--- src/rtl/tagctl_pkg.sv ---
package tagctl_pkg;
  localparam int PAGE_W   = 32;
  localparam int PAGE_AW  = 4;
  localparam int CFG_PAGE = 8;
  localparam int PW_PAGE  = 9;

  // option bit positions inside the configuration page
  localparam int GATE_BIT       = 8;
  localparam int PW_FREEZE_BIT  = 10;
  localparam int CFG_FREEZE_BIT = 11;

  localparam logic [7:0] OP_WLOCK = 8'hC0;
  localparam logic [7:0] OP_WCFG  = 8'hC8;
  localparam logic [7:0] OP_WPW   = 8'hE0;
  localparam logic [7:0] OP_HALT  = 8'h18;
  localparam logic [7:0] OP_CHKPW = 8'h38;
  localparam logic [7:0] FILLER   = 8'hAA;

  typedef enum logic [1:0] {
    RPL_ID     = 2'd0,
    RPL_PAGE   = 2'd1,
    RPL_ACK    = 2'd2,
    RPL_SILENT = 2'd3
  } reply_e;

  typedef struct packed {
    logic               legal;
    logic               wr;
    logic [PAGE_AW-1:0] wpage;
    logic [PAGE_W-1:0]  wdata;
    logic               upd_reply;
    reply_e             rkind;
    logic [PAGE_AW-1:0] rpage;
    logic               open_gate;
    logic               mark_wr;
    logic               halt;
  } verdict_t;
endpackage

--- src/rtl/tag_frame_collect.sv ---
module tag_frame_collect #(
  parameter int DBYTES = 4,
  localparam int CW    = $clog2(DBYTES + 3)
) (
  input  logic                clk,
  input  logic                rst_n,
  input  logic [7:0]          rx_byte,
  input  logic                rx_vld,
  input  logic                rx_end,
  input  logic                rx_bad,
  output logic                has_cmd,
  output logic [7:0]          cmd,
  output logic [8*DBYTES-1:0] data,
  output logic [CW-1:0]       ndata
);
  localparam logic [CW-1:0] CNT_MAX = CW'(DBYTES + 2);

  logic [CW-1:0]       cnt_q, cnt_n;
  logic [7:0]          cmd_q, cmd_n;
  logic [8*DBYTES-1:0] data_q, data_n;

  always_comb begin
    cnt_n  = cnt_q;
    cmd_n  = cmd_q;
    data_n = data_q;
    if (rx_end || rx_bad) begin
      cnt_n  = '0;
      data_n = '0;
    end else if (rx_vld) begin
      if (cnt_q == '0) cmd_n = rx_byte;
      for (int i = 0; i < DBYTES; i++)
        if (cnt_q == CW'(i + 1)) data_n[8*i +: 8] = rx_byte;
      if (cnt_q != CNT_MAX) cnt_n = cnt_q + 1'b1;
    end
  end

  always_ff @(posedge clk or negedge rst_n) begin
    if (!rst_n) begin
      cnt_q  <= '0;
      cmd_q  <= '0;
      data_q <= '0;
    end else begin
      cnt_q  <= cnt_n;
      cmd_q  <= cmd_n;
      data_q <= data_n;
    end
  end

  assign has_cmd = (cnt_q != '0);
  assign cmd     = cmd_q;
  assign data    = data_q;
  assign ndata   = has_cmd ? cnt_q - 1'b1 : '0;

  p_count_bound_r9: assert property (@(posedge clk) disable iff (!rst_n)
    cnt_q <= CNT_MAX);
endmodule

--- src/rtl/tag_cmd_judge.sv ---
module tag_cmd_judge
  import tagctl_pkg::*;
#(
  parameter int NPAGES = 10,
  parameter int CW     = 3
) (
  input  logic              has_cmd,
  input  logic [7:0]        cmd,
  input  logic [PAGE_W-1:0] data,
  input  logic [CW-1:0]     ndata,
  input  logic [PAGE_W-1:0] cfg_word,
  input  logic [PAGE_W-1:0] pw_word,
  input  logic              gate_on,
  input  logic              pw_ok,
  input  logic              wr_seen,
  output verdict_t          v
);
  localparam logic [CW-1:0] FULL = CW'(PAGE_W / 8);

  logic gate_open, n0, n4;

  always_comb begin
    gate_open = !gate_on || pw_ok;
    n0 = (ndata == '0);
    n4 = (ndata == FULL);
    v = '0;
    v.legal = 1'b1;
    v.rkind = RPL_ID;
    if (!has_cmd) begin
      v.legal = 1'b0;
    end else if (cmd[7:4] == 4'b1000 && n0) begin
      if (32'(cmd[3:0]) >= NPAGES) v.legal = 1'b0;
      else if (32'(cmd[3:0]) != PW_PAGE && gate_open) begin
        v.upd_reply = 1'b1;
        v.rkind     = RPL_PAGE;
        v.rpage     = cmd[3:0];
      end
    end else if (cmd[7:3] == 5'b01000 && n4) begin
      if (gate_open && !cfg_word[cmd[2:0]]) begin
        v.wr        = 1'b1;
        v.wpage     = {1'b0, cmd[2:0]};
        v.wdata     = data;
        v.mark_wr   = 1'b1;
        v.upd_reply = 1'b1;
        v.rkind     = RPL_PAGE;
        v.rpage     = {1'b0, cmd[2:0]};
      end
    end else if (cmd == OP_WLOCK && n4 && data[31:8] == {3{FILLER}}) begin
      if (gate_open && wr_seen) begin
        v.wr        = 1'b1;
        v.wpage     = PAGE_AW'(CFG_PAGE);
        v.wdata     = cfg_word | {24'h0, data[7:0]};
        v.upd_reply = 1'b1;
        v.rkind     = RPL_PAGE;
        v.rpage     = PAGE_AW'(CFG_PAGE);
      end
    end else if (cmd == OP_WCFG && n4 && data[7:0] == FILLER) begin
      if (gate_open && !cfg_word[CFG_FREEZE_BIT]) begin
        v.wr        = 1'b1;
        v.wpage     = PAGE_AW'(CFG_PAGE);
        v.wdata     = {data[31:8], cfg_word[7:0]};
        v.upd_reply = 1'b1;
        v.rkind     = RPL_PAGE;
        v.rpage     = PAGE_AW'(CFG_PAGE);
      end
    end else if (cmd == OP_WPW && n4) begin
      if (gate_open && !cfg_word[PW_FREEZE_BIT]) begin
        v.wr        = 1'b1;
        v.wpage     = PAGE_AW'(PW_PAGE);
        v.wdata     = data;
        v.upd_reply = 1'b1;
        v.rkind     = RPL_ACK;
      end
    end else if (cmd == OP_HALT && n0) begin
      v.halt = 1'b1;
    end else if (cmd == OP_CHKPW && n4) begin
      if (data == pw_word) begin
        v.open_gate = 1'b1;
        v.upd_reply = 1'b1;
        v.rkind     = RPL_ACK;
      end
    end else begin
      v.legal = 1'b0;
    end
    if (!v.legal) begin
      v.upd_reply = 1'b1;
      v.rkind     = RPL_ID;
      v.rpage     = '0;
    end
  end
endmodule

--- src/rtl/tag_page_file.sv ---
module tag_page_file
  import tagctl_pkg::*;
#(
  parameter int NPAGES = 10
) (
  input  logic               clk,
  input  logic               rst_n,
  input  logic               we,
  input  logic [PAGE_AW-1:0] waddr,
  input  logic [PAGE_W-1:0]  wdata,
  input  logic [PAGE_AW-1:0] raddr,
  output logic [PAGE_W-1:0]  rdata,
  output logic [PAGE_W-1:0]  cfg_word,
  output logic [PAGE_W-1:0]  pw_word
);
  logic [PAGE_W-1:0] pg [NPAGES];

  for (genvar i = 0; i < NPAGES; i++) begin : g_pg
    logic [PAGE_W-1:0] q;
    logic              en;
    assign en = we && (waddr == PAGE_AW'(i));
    always_ff @(posedge clk or negedge rst_n) begin
      if (!rst_n)  q <= '0;
      else if (en) q <= wdata;
    end
    assign pg[i] = q;
  end

  assign rdata    = (32'(raddr) < NPAGES) ? pg[raddr] : '0;
  assign cfg_word = pg[CFG_PAGE];
  assign pw_word  = pg[PW_PAGE];
endmodule

--- src/rtl/tag_cmd_ctrl.sv ---
module tag_cmd_ctrl
  import tagctl_pkg::*;
#(
  parameter int NPAGES = 10
) (
  input  logic        clk,
  input  logic        rst_n,
  input  logic [7:0]  rx_byte,
  input  logic        rx_vld,
  input  logic        rx_end,
  input  logic        rx_bad,
  output logic [1:0]  reply_kind,
  output logic [3:0]  reply_page,
  output logic [31:0] reply_data,
  output logic        wr_stb,
  output logic [3:0]  wr_page,
  output logic [31:0] wr_data
);
  localparam int DBYTES = PAGE_W / 8;
  localparam int CW     = $clog2(DBYTES + 3);

  logic rs_meta, rs_n;
  always_ff @(posedge clk or negedge rst_n) begin
    if (!rst_n) begin
      rs_meta <= 1'b0;
      rs_n    <= 1'b0;
    end else begin
      rs_meta <= 1'b1;
      rs_n    <= rs_meta;
    end
  end

  logic                has_cmd;
  logic [7:0]          cmd;
  logic [PAGE_W-1:0]   data;
  logic [CW-1:0]       ndata;
  logic [PAGE_W-1:0]   cfg_word, pw_word, rdata;
  verdict_t            v;

  reply_e              kind_q, kind_n;
  logic [PAGE_AW-1:0]  rpage_q, rpage_n;
  logic                gate_q, gate_n, pwok_q, pwok_n, seen_q, seen_n, halt_q, halt_n;
  logic                stb_q, stb_n;
  logic [PAGE_AW-1:0]  wpage_q, wpage_n;
  logic [PAGE_W-1:0]   wdata_q, wdata_n;
  logic                act, fire;

  tag_frame_collect #(.DBYTES(DBYTES)) u_col (
    .clk(clk), .rst_n(rs_n), .rx_byte(rx_byte), .rx_vld(rx_vld),
    .rx_end(rx_end), .rx_bad(rx_bad), .has_cmd(has_cmd), .cmd(cmd),
    .data(data), .ndata(ndata)
  );

  tag_cmd_judge #(.NPAGES(NPAGES), .CW(CW)) u_jdg (
    .has_cmd(has_cmd), .cmd(cmd), .data(data), .ndata(ndata),
    .cfg_word(cfg_word), .pw_word(pw_word), .gate_on(gate_q),
    .pw_ok(pwok_q), .wr_seen(seen_q), .v(v)
  );

  assign act  = rx_end && !halt_q;
  assign fire = act && v.wr;

  tag_page_file #(.NPAGES(NPAGES)) u_mem (
    .clk(clk), .rst_n(rs_n), .we(fire), .waddr(v.wpage), .wdata(v.wdata),
    .raddr(rpage_q), .rdata(rdata), .cfg_word(cfg_word), .pw_word(pw_word)
  );

  always_comb begin
    kind_n  = kind_q;
    rpage_n = rpage_q;
    gate_n  = gate_q;
    pwok_n  = pwok_q;
    seen_n  = seen_q;
    halt_n  = halt_q;
    stb_n   = fire;
    wpage_n = fire ? v.wpage : wpage_q;
    wdata_n = fire ? v.wdata : wdata_q;
    if (act) begin
      if (v.upd_reply) begin
        kind_n  = v.rkind;
        rpage_n = v.rpage;
      end
      if (v.open_gate) pwok_n = 1'b1;
      if (v.mark_wr)   seen_n = 1'b1;
      if (!v.legal)    gate_n = cfg_word[GATE_BIT];
      if (v.halt) begin
        halt_n = 1'b1;
        kind_n = RPL_SILENT;
      end
    end
  end

  always_ff @(posedge clk or negedge rs_n) begin
    if (!rs_n) begin
      kind_q  <= RPL_ID;
      rpage_q <= '0;
      gate_q  <= 1'b0;
      pwok_q  <= 1'b0;
      seen_q  <= 1'b0;
      halt_q  <= 1'b0;
      stb_q   <= 1'b0;
      wpage_q <= '0;
      wdata_q <= '0;
    end else begin
      kind_q  <= kind_n;
      rpage_q <= rpage_n;
      gate_q  <= gate_n;
      pwok_q  <= pwok_n;
      seen_q  <= seen_n;
      halt_q  <= halt_n;
      stb_q   <= stb_n;
      wpage_q <= wpage_n;
      wdata_q <= wdata_n;
    end
  end

  assign reply_kind = kind_q;
  assign reply_page = rpage_q;
  assign reply_data = (kind_q == RPL_PAGE) ? rdata : '0;
  assign wr_stb     = stb_q;
  assign wr_page    = wpage_q;
  assign wr_data    = wdata_q;

  p_lock_sticky_r4: assert property (@(posedge clk) disable iff (!rs_n)
    (($past(cfg_word[7:0]) & ~cfg_word[7:0]) == 8'h00));

  p_lock_after_write_r4: assert property (@(posedge clk) disable iff (!rs_n)
    (cfg_word[7:0] != $past(cfg_word[7:0])) |-> $past(seen_q));

  p_no_locked_write_r3: assert property (@(posedge clk) disable iff (!rs_n)
    (stb_q && wpage_q < 4'd8) |-> !cfg_word[wpage_q[2:0]]);

  p_no_pw_reply_r2: assert property (@(posedge clk) disable iff (!rs_n)
    (kind_q == RPL_PAGE) |-> (32'(rpage_q) != PW_PAGE));

  p_halt_silent_r11: assert property (@(posedge clk) disable iff (!rs_n)
    halt_q |-> (kind_q == RPL_SILENT && !stb_q));
endmodule

--- config.mk ---
export PLATFORM = sky130hd
export DESIGN_NAME = tag_cmd_ctrl
export DESIGN_NICKNAME = d
export VERILOG_FILES = /design/src/rtl/tagctl_pkg.sv /design/src/rtl/tag_frame_collect.sv /design/src/rtl/tag_cmd_judge.sv /design/src/rtl/tag_page_file.sv /design/src/rtl/tag_cmd_ctrl.sv
export SDC_FILE = /design/constraint.sdc
export NUM_CORES = 1
export LEC_CHECK = 0
export CAP_MARGIN = 10
export CORE_UTILIZATION = 39
export CTS_CLUSTER_SIZE = 20
export DETAILED_ROUTE_END_ITERATION = 7
export DONT_BUFFER_PORTS = 1
export PLACE_DENSITY = 0.51
export SLEW_MARGIN = 20
export SYNTH_ARGS = -nofsm -noshare
export SYNTH_HDL_FRONTEND = slang
export SYNTH_SLANG_ARGS = --single-unit
--- constraint.sdc ---
create_clock -name clk -period 26.1 [get_ports clk]
set_input_delay 5.22 -clock clk [delete_from_list [all_inputs] [get_ports clk]]
set_output_delay 5.22 -clock clk [all_outputs]
set_load 0.02 [all_outputs]
==> impl_metrics.toml, run 1 <==
[sta]
drv_slew = 0
clock-skew-final_ps = 12.9
setup_tns_ps = 0
setup_violations = 0
relSlewSlack_pct = 25.6
min_period_ps = 8830
whs_ps = 361
grt_setup_unrepaired = "false"
tightest_slew_ps = 1110
max_freq_ghz = 0.113
min_period_over_period_pct = 33.8
hold_viol_final = 0

[synth]
syn_nets = 1830
synthCells = 1811
synth.avg_cell_area_um2 = 10.5
ys_ff_latch = 412
yosys.cell_types.count = 52
synth_area_um2 = 19000
ys_seq_area_share_pct = 54.4
synthFlopType = "dfrtp_1"
synth_enable_flop_cells = 0
ys.warnings.count = 0
async_flop_share_pct = 100

[cells_and_area]
diodes = 0
final.fill_count = 4585
layout.cells.non_filler = 2406
regArea_um2 = 10300
num-nets-final = 1774
multi_input_comb_area_um2 = 8090
postLayoutCoreUtil_pct = 44.0
drive_above_1_share_pct = 11.7
areaGrowthSynthToFinish_pct = 11.0

[clock_network]
cts_tree = "done"
cts_sinks = 412
clk_pin_slew_worst_paths_ps = 60
htree_levels = 2
postCtsSetupBuffers = 0
cts_root_buffer = "clkbuf_16"
clkLatencyLatePin_ps = 580
cts_buffers = 47
ctsHoldBuffers = 0
cts_resized = 0
clk_path_buf_depth = 3

[grt]
grt_overflow = 0
grt_start_max_net_pins = 161
grt_pass1_wl_um = 88200
gr-usage-all-layers_pct = 23.7
antenna_found_initial = 1
first_global_vias = 13800

[power_and_ir_drop]
p_leak_nw = 8.68
powerDensity_nw_per_um2 = 64.4
ir_drop_v = 0.0000499

[floorplanning]
die_y_um = 223
num_rows = 80
die_w_um = 223
core-area_um2 = 47800
io_pins = 88
start_util_pct = 39.6
die-area_um2 = 49500

[placed_design]
gp_congestion = 0.853
dp_hpwl_um = 35900
dpl.cell_count = 2320
port_buffers = 0

[drt]
ant_nets = 0
via_per_inst = 5.67
drtIter0Drc = 985
vias = 13600
dr.pass1.iters = 6
drcViolationCount = 0
wl_per_cell_um = 23.7
wirelength_um = 57100

[outcome]
status = "finished, final reports clean"

[setup_path]
critPathLaunchType = "flip-flop"
worstPathRequired_ps = 20880
worstSetupPathType = "flip-flop to output port"
arrival_ps = 3610
crit_fanout = 36
worst_setup_path_end_kind = "output port"

[min_path]
hold_class = "flip-flop to flip-flop"

[job]
max_cap_violations = 0
==> logic make-up after synthesis <==
kind of cell	after synthesis	synth area share, %
AO/OA/AOI/OAI	535	16.2
buffers and inverters	144	3.30
multiplexers	124	11.0
AND/OR/NAND/NOR	555	13.2
other	1	0.0198
XOR/XNOR	34	1.57
flip-flops	412	54.4
adder cells (fa/ha/maj)	6	0.396
==> layout by cell type, fill, tap and decap left out, drive strengths merged, types with 3 or more instances in the layout <==
| master | instances |
|---|---|
| dfrtp | 412 |
| nand2 | 390 |
| o21ai | 353 |
| clkbuf | 77 |
| mux4 | 66 |
| a211oi | 64 |
| a22oi | 62 |
| mux2i | 41 |
| nor2b | 36 |
| nand3 | 33 |
| a21oi | 32 |
| buf | 31 |
| xor2 | 23 |
| nor2 | 20 |
| mux2 | 17 |
| nor4bb | 16 |
| xnor2 | 11 |
| nor4 | 11 |
| nand4 | 10 |
| inv | 8 |
| a21o | 7 |
| nor3 | 7 |
| nand3b | 6 |
| ha | 6 |
| clkinv | 5 |
| nand2b | 5 |
| or3 | 5 |
| or2 | 4 |
| a211o | 3 |
| a22o | 3 |
| nor3b | 3 |
| o31ai | 3 |
==> synthesized netlist by cell type (6+ instances only) <==
library cell / number / area, um^2
dfrtp_1: 412 / 10300
nand2_1: 390 / 1460
o21ai_0: 315 / 1580
clkbuf_1: 90 / 338
mux4_2: 66 / 1490
a211oi_1: 64 / 480
a22oi_1: 62 / 465
mux2i_1: 41 / 410
o21ai_1: 38 / 190
nor2b_1: 36 / 225
nand3_1: 33 / 165
a21oi_1: 32 / 160
xor2_1: 23 / 201
buf_2: 21 / 105
nor2_1: 20 / 75.1
mux2_2: 17 / 191
nor4bb_1: 16 / 160
buf_1: 14 / 52.6
nor4_1: 11 / 68.8
xnor2_1: 11 / 96.3
nand4_1: 10 / 62.6
inv_1: 8 / 30.0
a21o_1: 7 / 52.6
buf_6: 7 / 78.8
ha_1: 6 / 75.1
nand3b_1: 6 / 45.0
nor3_1: 6 / 30.0
==> worst max-delay path: stages, from the launching register on <==
cell and delay [ps]:
dfrtp_4 810, buf_4 700, mux4_2 350, nor2b_1 130
a211oi_1 60, a211oi_1 930
==> area by class of cell <==
class	count	share of cell area [%]
clock inverters	8	0.440
repair buffers	31	1.20
multi-input cells	1255	38.4
inverters	8	0.143
well taps	615	3.66
flip-flops and latches	412	49.0
clock buffers	77	7.09
==> report_power, final <==
part	internal [mW]	switching (mW)
registers	0.643	0.0114
logic	0.00920	0.0216
clock network	0.407	0.264
total	1.06	0.297
==> final timing paths <==
path / slack, ps / cells past startpoint / end / from
setup / recovery: 17270 / 5 / reply_data[22] / reply_page[0]$_DFFE_PN0P_
hold / removal: 360 / 0 / rs_n$_DFF_PN0_ / rs_meta$_DFF_PN0_
setup reg to reg: 21690 / 10 / u_mem.g_pg[3].q[12]$_DFFE_PN0P_ / u_col.cnt_q[0]$_DFFE_PN0P_
hold reg to reg: 360 / 0 / rs_n$_DFF_PN0_ / rs_meta$_DFF_PN0_
max in group asynchronous: 21690 / 0 / rs_n$_DFF_PN0_ / rst_n
min in group asynchronous: 450 / 0 / u_mem.g_pg[6].q[26]$_DFFE_PN0P_ / rs_n$_DFF_PN0_
==> flip-flops by register name, indices dropped and copies added, names as in the netlist, 2 cells and up <==
register	flops
u_mem.g_pg.q	256
u_col.data	32
u_mem.cfg_word	32
u_mem.pw_word	32
wr_data	32
u_col.cmd	8
reply_page	4
wr_page	4
u_col.cnt_q	3
reply_kind	2
==> per-layer routing <==
metal	share of wire, %	track usage (%)	vias up
met1	46	33.7	6846
li1	-	-	6359
met3	5.5	3.94	90
met4	2.6	7.56	0
met2	46	37.1	343
met5	0	0	-
==> metrics by stage <==
stage	worst slack, ps	instance area, um^2	power [mW]
4_1_cts	17150	21000	1.37
3_5_place_dp	17780	19400	0.697
6_report	17270	21000	1.36
3_3_place_gp	17780	19400	0.696
5_1_grt	17070	21000	1.40
2_1_floorplan	13770	19000	0.685
No activity file was read; power rests on OpenSTA's default activity.
==> run 2: changes to the inputs <==
Clock period 26.1 ns to 8.2 ns, I/O delays scaled along.
==> impl_metrics.toml, run 2 (same netlist as run 1, synthesis figures left out) <==
[cells_and_area]
final_cell_mix = "dfrtp_1, nand2_1, o21ai_0, mux4_2, a211oi_1"
largest_reg_flops = 256
final_common_cell = "dfrtp_1"
design_area_um2 = 21000
postLayoutCoreUtil_pct = 43.9
num-nets-final = 1774
layout.cells.non_filler = 2404
final.fill_count = 4583
areaGrowthSynthToFinish_pct = 10.8
regMostFlops = "u_mem.g_pg.q"
diodes = 0
drive_above_1_share_pct = 11.7

[sta]
drv_slew = 0
whs_ps = 318
setup_violations = 0
hold_viol_final = 0
worst_slack_ps = 2840
min_period_ps = 5360
grt_setup_unrepaired = "false"
min_period_over_period_pct = 65.4
clock-skew-final_ps = 14.2
relSlewSlack_pct = 27.6
tightest_slew_ps = 1070
setup_tns_ps = 0
max_freq_ghz = 0.187

[setup_path]
worstSetupPathType = "flip-flop to output port"
startpoint = "reply_page[0]$_DFFE_PN0P_"
arrival_ps = 3720
crit_fanout = 41
path_cells = "buf_4 > mux4_2 > nor2b_1 > a211oi_1 > a211oi_1"
worstReg2RegStart = "u_col.cnt_q[0]$_DFFE_PN0P_"
worst_path_most_repeated_cell = "a211oi_1"
cp_slowest_cell = "dfrtp_4"
critPathLaunchType = "flip-flop"
worstPathRequired_ps = 6560
max_stage_delay_ps = 960
worst_setup_path_end_kind = "output port"

[outcome]
status = "finished, final reports clean"

[drt]
dr.pass1.iters = 5
drcViolationCount = 0
vias = 13600
ant_nets = 0
wirelength_um = 56200
wl_per_cell_um = 23.4
drtIter0Drc = 1038
via_per_inst = 5.67

[grt]
grtUsageMet1_pct = 32.7
grt.busiest_layer = "met2"
use_met2_pct = 36.8
grt_pass1_wl_um = 87600
use_met3_pct = 4.60
gr-usage-all-layers_pct = 23.3
grt_overflow = 0
first_global_vias = 13700
grt_start_max_net_pins = 83
antenna_found_initial = 0

[clock_network]
cts_buffers = 47
clk_pin_slew_worst_paths_ps = 60
htree_levels = 2
ctsHoldBuffers = 0
cts_sinks = 412
clkLatencyLatePin_ps = 580
postCtsSetupBuffers = 0
cts_tree = "done"
cts_resized = 0
clk_path_buf_depth = 3
cts_root_buffer = "clkbuf_16"

[power_and_ir_drop]
p_leak_nw = 8.66
pwr-share-clk_pct = 49.6
combPwrFrac_pct = 2.3
p_int_mw = 3.37
p_sw_share_pct = 22.0
net-switching-power_mw = 0.950
powerDensity_nw_per_um2 = 206
design_power_total_mw = 4.32
seq_power_share_pct = 48.0
ir_drop_v = 0.000167

[floorplanning]
die_w_um = 223
die_y_um = 223
start_util_pct = 39.6
die-area_um2 = 49500
io_pins = 88
core-area_um2 = 47800
num_rows = 80

[placed_design]
dpl_cell_area_um2 = 19400
pre_cts_slack_ps = 3310
dp_hpwl_um = 36900
dpl.cell_count = 2320
port_buffers = 0
gp_congestion = 0.851

[job]
max_cap_violations = 0

[min_path]
hold_class = "flip-flop to async pin"
-- run 2: changes by cell type in the layout (fill, tap and decap cells not counted), sizes merged --
cell    before  now
bufinv       2    3
clkbuf      77   74
-- run 2: per-layer routing --
metal	up-vias	wire, um
li1	6366	-
met1	6894	25900
met2	291	26100
met3	74	2990
met4	0	1260
met5	-	0
-- run 2: final cells by class --
class	instances	area (um^2)	area share (%)
multi-input combinational	1255	8080	38.4
sequential	412	10300	49.1
clock inverter	9	123	0.583
clock buffer	74	1450	6.90
timing repair buffer	31	244	1.16
tap	615	769	3.66
inverter	8	30.0	0.143
-- run 2: final timing paths --
kind,end,slack [ps],cells after the start
max in group asynchronous,wr_data[17]$_DFFE_PN0P_,5660,2
min in group clk,rs_n$_DFF_PN0_,350,0
worst max register to register,u_mem.g_pg[6].q[31]$_DFFE_PN0P_,3870,9
worst max-delay path,reply_data[8],2840,5
worst min-delay path,u_mem.g_pg[4].q[31]$_DFFE_PN0P_,320,0
worst min register to register,u_mem.g_pg[4].q[31]$_DFFE_PN0P_,320,0
-- run 2: critical path, delay by kind of cell, from the launching register on --
kind / cells / cell delay (ps)
AOI/OAI and AO/OA: 2 / 880
buffers and inverters: 1 / 770
muxes: 1 / 350
and+or+nand+nor: 1 / 130
DFF: 1 / 960
-- run 2: power by group through the flow --
stage | registers [mW] | logic [mW] | clock network (mW)
3_3_place_gp | 2.11 | 0.101 | 0
5_1_grt | 2.08 | 0.114 | 2.27
3_5_place_dp | 2.11 | 0.102 | 0
6_report | 2.08 | 0.101 | 2.15
2_1_floorplan | 2.12 | 0.0576 | 0
4_1_cts | 2.08 | 0.102 | 2.20
==> run 3: changes to the inputs <==
Clock period 8.2 ns to 5.3 ns, I/O delays scaled along.
==> impl_metrics.toml, run 3 (same netlist as run 1, synthesis figures left out) <==
[outcome]
status = "finished, final reports clean"

[drt]
drtIter0Drc = 1049
vias = 13700
wirelength_um = 56900
drcViolationCount = 0
dr.pass1.iters = 5
wl_per_cell_um = 23.6
via_per_inst = 5.68
ant_nets = 0

[clock_network]
postCtsSetupBuffers = 0
cts_buffers = 47
cts_root_buffer = "clkbuf_16"
htree_levels = 2
cts_sinks = 412
ctsHoldBuffers = 0
cts_tree = "done"
cts_resized = 0
clk_pin_slew_worst_paths_ps = 60
clkLatencyLatePin_ps = 600
clk_path_buf_depth = 3

[floorplanning]
start_util_pct = 39.6
num_rows = 80
core-area_um2 = 47800
die-area_um2 = 49500
io_pins = 88
die_y_um = 223
die_w_um = 223

[grt]
antenna_found_initial = 0
grt.busiest_layer = "met2"
grt_start_max_net_pins = 155
grt_overflow = 0
grt_pass1_wl_um = 88600
use_met3_pct = 4.79
gr-usage-all-layers_pct = 23.7
use_met2_pct = 36.1
grtUsageMet1_pct = 33.7
first_global_vias = 13800

[sta]
setup_tns_ps = 0
worst_slack_ps = 864
setup_violations = 0
clock-skew-final_ps = 23.0
grt_setup_unrepaired = "false"
max_freq_ghz = 0.225
relSlewSlack_pct = 29.1
min_period_over_period_pct = 83.7
drv_slew = 0
hold_viol_final = 0
tightest_slew_ps = 1060
min_period_ps = 4440

[job]
max_cap_violations = 0

[placed_design]
pre_cts_slack_ps = 1270
dpl.cell_count = 2330
gp_congestion = 0.852
port_buffers = 0
dp_hpwl_um = 37000

[setup_path]
worstSetupPathType = "flip-flop to output port"
path_delay_family = "flip-flops"
cp_slowest_cell = "dfrtp_4"
max_stage_delay_ps = 1010
worst_path_most_repeated_cell = "a211oi_1"
worstPathRequired_ps = 4240
timing.critical_path.buf_inv = 1
crit_fanout = 49
arrival_ps = 3380
critPathLaunchType = "flip-flop"
worst_setup_path_end_kind = "output port"
path_cells = "buf_4 > mux4_2 > nor2b_1 > a211oi_1 > a211oi_1"

[power_and_ir_drop]
p_leak_nw = 8.78
powerDensity_nw_per_um2 = 322
ir_drop_v = 0.000221

[cells_and_area]
diodes = 0
final.fill_count = 4557
multi_input_comb_area_um2 = 8080
largest_reg_flops = 256
areaGrowthSynthToFinish_pct = 11.8
final_cell_mix = "dfrtp_1, nand2_1, o21ai_0, mux4_2, a211oi_1"
final_common_cell = "dfrtp_1"
layout.cells.non_filler = 2417
regArea_um2 = 10300
regMostFlops = "u_mem.g_pg.q"
drive_above_1_share_pct = 12.7
num-nets-final = 1783

[min_path]
hold_class = "input pin to async pin"
[run 3: worst reg2reg max path, delay by kind of cell (launching register included)]
kind / cells / cell delay, ps
AO/OA/AOI/OAI: 1 / 70
adder cells (fa/ha/maj): 1 / 260
buffers and inverters: 2 / 540
flip-flops: 1 / 440
AND/OR/NAND/NOR: 6 / 2650
[run 3: worst paths after layout]
kind	startpoint	end	slack, ps	cells after the start
max	reply_page[1]$_DFFE_PN0P_	reply_data[11]	860	5
min	rst_n	rs_n$_DFF_PN0_	150	0
max reg2reg	u_col.cnt_q[0]$_DFFE_PN0P_	u_mem.g_pg[3].q[14]$_DFFE_PN0P_	1180	10
min reg2reg	rs_meta$_DFF_PN0_	rs_n$_DFF_PN0_	360	0
max in group asynchronous	rs_n$_DFF_PN0_	u_mem.g_pg[1].q[11]$_DFFE_PN0P_	3430	1
min in group clk	rs_meta$_DFF_PN0_	rs_n$_DFF_PN0_	360	0
[run 3: layout make-up]
type                       count  share of cell area [%]
inverter                       8                   0.142
sequential                   412                    48.7
clock inverter                21                    1.20
tap                          615                    3.63
multi-input combinational   1255                    38.1
clock buffer                  66                    6.60
timing repair buffer          40                    1.65
[run 3: metrics by stage]
step / hold WS [ps] / utilization [%] / cell area, um^2 / power, mW
floorplan: 331 / - / 19000 / 3.37
global placement: 345 / 40.9 / 19500 / 3.43
detailed placement: 343 / 40.9 / 19500 / 3.43
CTS: 129 / 44.3 / 21200 / 6.91
global route: 136 / 44.3 / 21200 / 7.04
finish: 152 / 44.3 / 21200 / 6.83
[run 3: report_power, final]
group          switching, mW  leakage [nW]  internal, mW
registers             0.0529          5.72          3.16
clock network           1.37         0.820          2.09
logic                  0.111          2.24        0.0478
[run 3: routing by layer]
| metal | routed length (um) | up-vias |
|---|---|---|
| li1 | - | 6385 |
| met1 | 25900 | 6847 |
| met2 | 25900 | 396 |
| met3 | 3360 | 103 |
| met4 | 1790 | 0 |
| met5 | 0 | - |
